--- config.mk ---
export PLATFORM = sky130hd
export DESIGN_NAME = feac_tx
export DESIGN_NICKNAME = d
export VERILOG_FILES = /design/src/rtl/feac_tx_pkg.sv /design/src/rtl/feac_tx_regs.sv /design/src/rtl/feac_tx_seq.sv /design/src/rtl/feac_tx_irq.sv /design/src/rtl/feac_tx.sv
export SDC_FILE = /design/constraint.sdc
export NUM_CORES = 1
export LEC_CHECK = 0
export CAP_MARGIN = 25
export CORE_MARGIN = 1.5
export CORE_UTILIZATION = 58
export CTS_BUF_LIST = sky130_fd_sc_hd__clkbuf_4
export CTS_CLUSTER_SIZE = 10
export DETAILED_ROUTE_END_ITERATION = 8
export DONT_BUFFER_PORTS = 1
export HOLD_SLACK_MARGIN = 0.15
export PLACE_DENSITY = 0.76
export RECOVER_POWER = 100
export SLEW_MARGIN = 20
export SYNTH_ARGS = -nofsm -noshare
export SYNTH_HDL_FRONTEND = slang
export SYNTH_SLANG_ARGS = --single-unit
--- constraint.sdc ---
create_clock -name clk -period 1.56 [get_ports clk]
set_input_delay 0.234 -clock clk [delete_from_list [all_inputs] [get_ports clk]]
set_output_delay 0.234 -clock clk [all_outputs]
set_load 0.05 [all_outputs]
--- src/rtl/feac_tx_pkg.sv ---
package feac_tx_pkg;
  localparam int CODE_W  = 6;
  localparam int MSG_LEN = 16;
  localparam int ADDR_W  = 2;
  localparam int DATA_W  = 8;

  typedef enum logic [ADDR_W-1:0] {
    REG_CODE  = 2'd0,
    REG_CTRL  = 2'd1,
    REG_IEN   = 2'd2,
    REG_ISTAT = 2'd3
  } reg_addr_e;

  localparam int CTRL_BUSY  = 0;
  localparam int CTRL_START = 1;
  localparam int CTRL_EN    = 2;

  // Whole message, index 0 is sent first.
  function automatic logic [MSG_LEN-1:0] build_msg(input logic [CODE_W-1:0] code);
    return {8'hFF, 1'b0, code, 1'b0};
  endfunction
endpackage

--- src/rtl/feac_tx_regs.sv ---
module feac_tx_regs
  import feac_tx_pkg::*;
(
  input  logic              clk,
  input  logic              rst_n,
  input  logic              wr_en,
  input  logic              rd_en,
  input  logic [ADDR_W-1:0] addr,
  input  logic [DATA_W-1:0] wdata,
  input  logic              busy,
  input  logic              istat,
  output logic [DATA_W-1:0] rdata,
  output logic [CODE_W-1:0] code_q,
  output logic              en_q,
  output logic              ien_q,
  output logic              start_req,
  output logic              istat_clr
);
  logic wr_code, wr_ctrl, wr_ien;

  assign wr_code   = wr_en && (addr == REG_CODE);
  assign wr_ctrl   = wr_en && (addr == REG_CTRL);
  assign wr_ien    = wr_en && (addr == REG_IEN);
  assign start_req = wr_ctrl && wdata[CTRL_START] && wdata[CTRL_EN];
  assign istat_clr = rd_en && (addr == REG_ISTAT);

  always_ff @(posedge clk or negedge rst_n) begin
    if (!rst_n) begin
      code_q <= '0;
      en_q   <= 1'b0;
      ien_q  <= 1'b0;
    end else begin
      if (wr_code) code_q <= wdata[CODE_W-1:0];
      if (wr_ctrl) en_q   <= wdata[CTRL_EN];
      if (wr_ien)  ien_q  <= wdata[0];
    end
  end

  always_comb begin
    rdata = '0;
    if (rd_en) begin
      case (addr)
        REG_CODE:  rdata[CODE_W-1:0] = code_q;
        REG_CTRL: begin
          rdata[CTRL_EN]   = en_q;
          rdata[CTRL_BUSY] = busy;
        end
        REG_IEN:   rdata[0] = ien_q;
        REG_ISTAT: rdata[0] = istat;
        default:   rdata = '0;
      endcase
    end
  end
endmodule

--- src/rtl/feac_tx_seq.sv ---
module feac_tx_seq
  import feac_tx_pkg::*;
#(
  parameter int REPEATS = 10
) (
  input  logic              clk,
  input  logic              rst_n,
  input  logic              start_req,
  input  logic              en,
  input  logic              slot_stb,
  input  logic [CODE_W-1:0] code_in,
  output logic              busy,
  output logic              feac_bit,
  output logic              start_accept,
  output logic              msg_done,
  output logic              run_abort
);
  localparam int IDX_W = $clog2(MSG_LEN);
  localparam int REP_W = (REPEATS > 1) ? $clog2(REPEATS) : 1;
  localparam logic [IDX_W-1:0] IDX_LAST = IDX_W'(MSG_LEN - 1);
  localparam logic [REP_W-1:0] REP_LAST = REP_W'(REPEATS - 1);

  logic [CODE_W-1:0]  snap_q;
  logic [IDX_W-1:0]   idx_q;
  logic [REP_W-1:0]   rep_q;
  logic               busy_q;
  logic [MSG_LEN-1:0] msg_vec;
  logic               advance, last_slot;

  assign msg_vec = build_msg(snap_q);

  assign start_accept = start_req && !busy_q;
  assign run_abort    = busy_q && !en;
  assign advance      = busy_q && en && slot_stb;
  assign last_slot    = (idx_q == IDX_LAST) && (rep_q == REP_LAST);
  assign msg_done     = advance && last_slot;

  always_ff @(posedge clk or negedge rst_n) begin
    if (!rst_n) begin
      busy_q <= 1'b0;
      idx_q  <= '0;
      rep_q  <= '0;
      snap_q <= '0;
    end else if (run_abort || msg_done) begin
      busy_q <= 1'b0;
      idx_q  <= '0;
      rep_q  <= '0;
    end else if (start_accept) begin
      busy_q <= 1'b1;
      idx_q  <= '0;
      rep_q  <= '0;
      snap_q <= code_in;
    end else if (advance) begin
      if (idx_q == IDX_LAST) begin
        idx_q <= '0;
        rep_q <= rep_q + 1'b1;
      end else begin
        idx_q <= idx_q + 1'b1;
      end
    end
  end

  assign busy     = busy_q;
  assign feac_bit = busy_q ? msg_vec[idx_q] : 1'b1;
endmodule

--- src/rtl/feac_tx_irq.sv ---
module feac_tx_irq (
  input  logic clk,
  input  logic rst_n,
  input  logic set_evt,
  input  logic clr_evt,
  input  logic ien,
  output logic istat,
  output logic irq
);
  always_ff @(posedge clk or negedge rst_n) begin
    if (!rst_n)       istat <= 1'b0;
    else if (set_evt) istat <= 1'b1;
    else if (clr_evt) istat <= 1'b0;
  end

  assign irq = istat && ien;
endmodule

--- src/rtl/feac_tx.sv ---
module feac_tx
  import feac_tx_pkg::*;
#(
  parameter int REPEATS = 10
) (
  input  logic              clk,
  input  logic              rst_n,
  input  logic              wr_en,
  input  logic              rd_en,
  input  logic [ADDR_W-1:0] addr,
  input  logic [DATA_W-1:0] wdata,
  output logic [DATA_W-1:0] rdata,
  input  logic              slot_stb,
  output logic              feac_bit,
  output logic              irq
);
  logic [CODE_W-1:0] code_q;
  logic en_q, ien_q, start_req, istat_clr, istat;
  logic busy, start_accept, msg_done, run_abort;

  feac_tx_regs u_regs (
    .clk, .rst_n, .wr_en, .rd_en, .addr, .wdata,
    .busy, .istat, .rdata, .code_q, .en_q, .ien_q,
    .start_req, .istat_clr
  );

  feac_tx_seq #(.REPEATS(REPEATS)) u_seq (
    .clk, .rst_n, .start_req, .en(en_q), .slot_stb,
    .code_in(code_q), .busy, .feac_bit, .start_accept,
    .msg_done, .run_abort
  );

  feac_tx_irq u_irq (
    .clk, .rst_n, .set_evt(msg_done), .clr_evt(istat_clr),
    .ien(ien_q), .istat, .irq
  );
endmodule

==> impl_results.md <==
* Register area share after synthesis at 0.453
* Post-route DRC at 0
* Core area at 2190 sq um
* Synthesis-to-finish area growth at 22.9%
* Static leakage at 0.762 nW
* Gr usage total at 0.262
* Clk pin slew, worst setup/hold paths at 0.13 ns
* Total CTS buffers at 3
* Post-synth EDFFs at 0
* Die Span X at 50.8 um
* CP endpoint kind: output pin
* Global route total overflow at 0
* Clock power frac at 0.167
* Setup_tns at -0.456 ns
* Yosys warns at 0
* Post-synth cell types at 33
* Drt via density at 5.65
* Worst Path Required at 1.33 ns
* Crit path DAT at 1.66 ns
* Vias in the first global route at 1,111
* Final clock skew at 0.00815 ns
* Post-synth top cells: 27 x nand2_1, 24 x dfrtp_1, 8 x mux2_2, 7 x and2_1
* Worst reg2reg setup slack at -0.01 ns
* IO Port Bufs at 0
* CTS root buffer: clkbuf_4
* Status: complete, but fails checks
* Worst slew margin at 0.395
* Min-Delay Path Class: in -> reg
* Post-route antenna net violation count at 0
* Largest net degree at the start of global routing at 25
* Worst reg2reg path startpoint: u_seq.idx_q[1]
* Tcrit/Tclk final at 1.21
* Max Transition Viols Final at 0
* Worst-Skew Late Latency at 0.30 ns
* DIE AREA at 2580 sq um
* Violated checks: setup timing
* Die H at 50.8 um
* Worst-path fanout max at 5
* Post-synth top flop: dfrtp_1
* Sw Pwr at 0.519 mW
* Clock tree sinks at 24
* Share of cells above drive strength 1 at 0.266
* Actual slew at the worst max-slew pin at 0.906 ns
* Logic pwr share at 0.290
* Htree depth at 1
* Peak Freq at 0.528 GHz
* Initial DRC Count at 21
* Initial antenna violation count at 0
* Total Power at 1.59 mW
* Post-Syn Area at 1330 sq um
* # nets final at 177
* HPWL Detailed at 1910 um
* Largest cells by area after synthesis: dfrtp_1 45%, nand2_1 7.6%, mux2_2 6.8%
* Sw frac at 0.326
* Max VDD drop at 0.887 mV
* Initial core utilization at 0.605
* Max-cap violations at 0
* Routability cong. at 0.816
* CTS tree: yes
* DRT Pass-1 Iters at 4
* Clk buf depth at 2
* Register bit total from synthesis at 24
* CP startpoint kind: register
* IO Pins at 25
* Setup ws final at -0.333 ns
* Crit path from: u_seq.idx_q[2]
* Most area-hungry cell type in the Yosys netlist: dfrtp_1
* # fillers at 152
* Fin crit period at 1.89 ns
* Cells after Synth at 130
* Worst Setup Path Type: reg -> out
* Share of the synthesized area in the top cell type at 0.453
* Sequential share of power at 0.543
* RSZ-0062 raised after global routing: true
* Internal power at 1.08 mW
* Final hold vios at 0
* Most numerous cell in the Yosys netlist: nand2_1
* Final wirelength at 2920 um
* HP Start: addr[1]
* First-pass GRT wire length at 4940 um
* Async S/R FF share, synth at 1.00
* Setup violators final at 4
* PwrDens at 979 nW/um^2
* Inserted Diodes at 0
* Vias at 1,050
* Std-Cell Rows at 17
* Routed WL per cell at 15.7 um
* Post-Syn Area per Cell at 10.2 sq um
## logic make-up (layout without fill, tap and decap cells)
group                      count (synthesis)  in the layout  share of synthesized area
and+or+nand+nor                           59             59                      0.236
adders and majority gates                  3              3                     0.0283
buffers and inverters                     10             37                     0.0453
xor gates and xnor gates                   3              3                     0.0198
other                                      1              2                    0.00283
AOI/OAI and AO/OA                         16             16                     0.0793
DFF                                       24             24                      0.453
muxes                                     14             14                      0.135
## power groups by stage
stage	clock network (mW)	registers [mW]	logic, mW
6_report	0.266	0.865	0.463
5_1_grt	0.294	0.884	0.513
4_1_cts	0.273	0.857	0.438
3_5_place_dp	0	0.873	0.379
3_3_place_gp	0	0.863	0.359
2_1_floorplan	0	0.832	0.324
## flip-flops by register name (all words and copies together) (netlist names)
name	count
u_regs.en_q	1
u_seq.rep_q	4
u_regs.ien_q	1
u_regs.code_q	6
u_irq.istat	1
u_seq.snap_q	6
u_seq.busy	1
u_seq.idx_q	4
## metal layers
layer  track usage  share of wire  up-vias
met3        0.0536          0.039        4
li1              -              -      503
met2         0.454           0.53       28
met5             0              0        -
met1         0.318           0.42      515
met4         0.104          0.015        0
## cell type report
cell class,count,area (sq um),share of cell area
repair buffers,30,246,0.151
clock buffers,3,22.5,0.0138
well taps,28,35.0,0.0215
flip-flops and latches,24,602,0.370
clock inverters,1,3.75,0.00231
inverters,3,11.3,0.00692
multi-input cells,97,707,0.434
## what timing repair did
| item | 4_1_cts | 5_1_grt |
|---|---|---|
| gates resized for setup | 6 | 9 |
| endpoints found under the setup margin | 6 | 8 |
| hold buffers | 10 | 1 |
| pin swaps | 2 | 5 |
| endpoints found under the hold margin | 33 | 24 |
| buffers inserted | 4 | 1 |
## worst paths after layout
check	endpoint	cells after the start
worst max-delay path	feac_bit	4
worst min-delay path	u_regs.ien_q	2
worst max register to register	u_seq.rep_q[1]	7
worst min register to register	u_seq.snap_q[0]	2
max in group asynchronous	u_seq.idx_q[2]	2
min in group asynchronous	u_regs.code_q[2]	2
## cell usage in the layout, fill, tap and decap left out, types with 5 or more instances in the layout
cell / netlist / routed
mux2_2: 8 / 8
dfrtp_1: 24 / 23
buf_4: 3 / 10
nand2_1: 27 / 27
and2_1: 7 / 6
clkbuf_2: 0 / 5
nor2_1: 5 / 5
o21ai_0: 5 / 5
dlygate4sd3_1: 0 / 10
## critical path, cell delays in order, from the launching register on
cell      delay [ns]
dfrtp_2         0.47
nand2b_4        0.14
mux4_2          0.45
nand3b_1        0.14
buf_12          0.15
## through the flow
| stage | cell area (sq um) | hold slack, ns | cells | util | setup slack (ns) |
|---|---|---|---|---|---|
| after detailed placement | 1440 | -0.0611 | 166 | 0.657 | -0.00569 |
| after CTS | 1600 | 0.172 | 184 | 0.732 | -0.348 |
| after global placement | 1440 | -0.0610 | 166 | 0.657 | 0.0156 |
| after global routing | 1630 | 0.171 | 186 | 0.743 | -0.414 |
| final | 1630 | 0.170 | 186 | 0.743 | -0.333 |
| after floorplan | 1340 | -0.0616 | 131 | - | -0.142 |
Note: power is estimated with default switching activity, not from simulation.
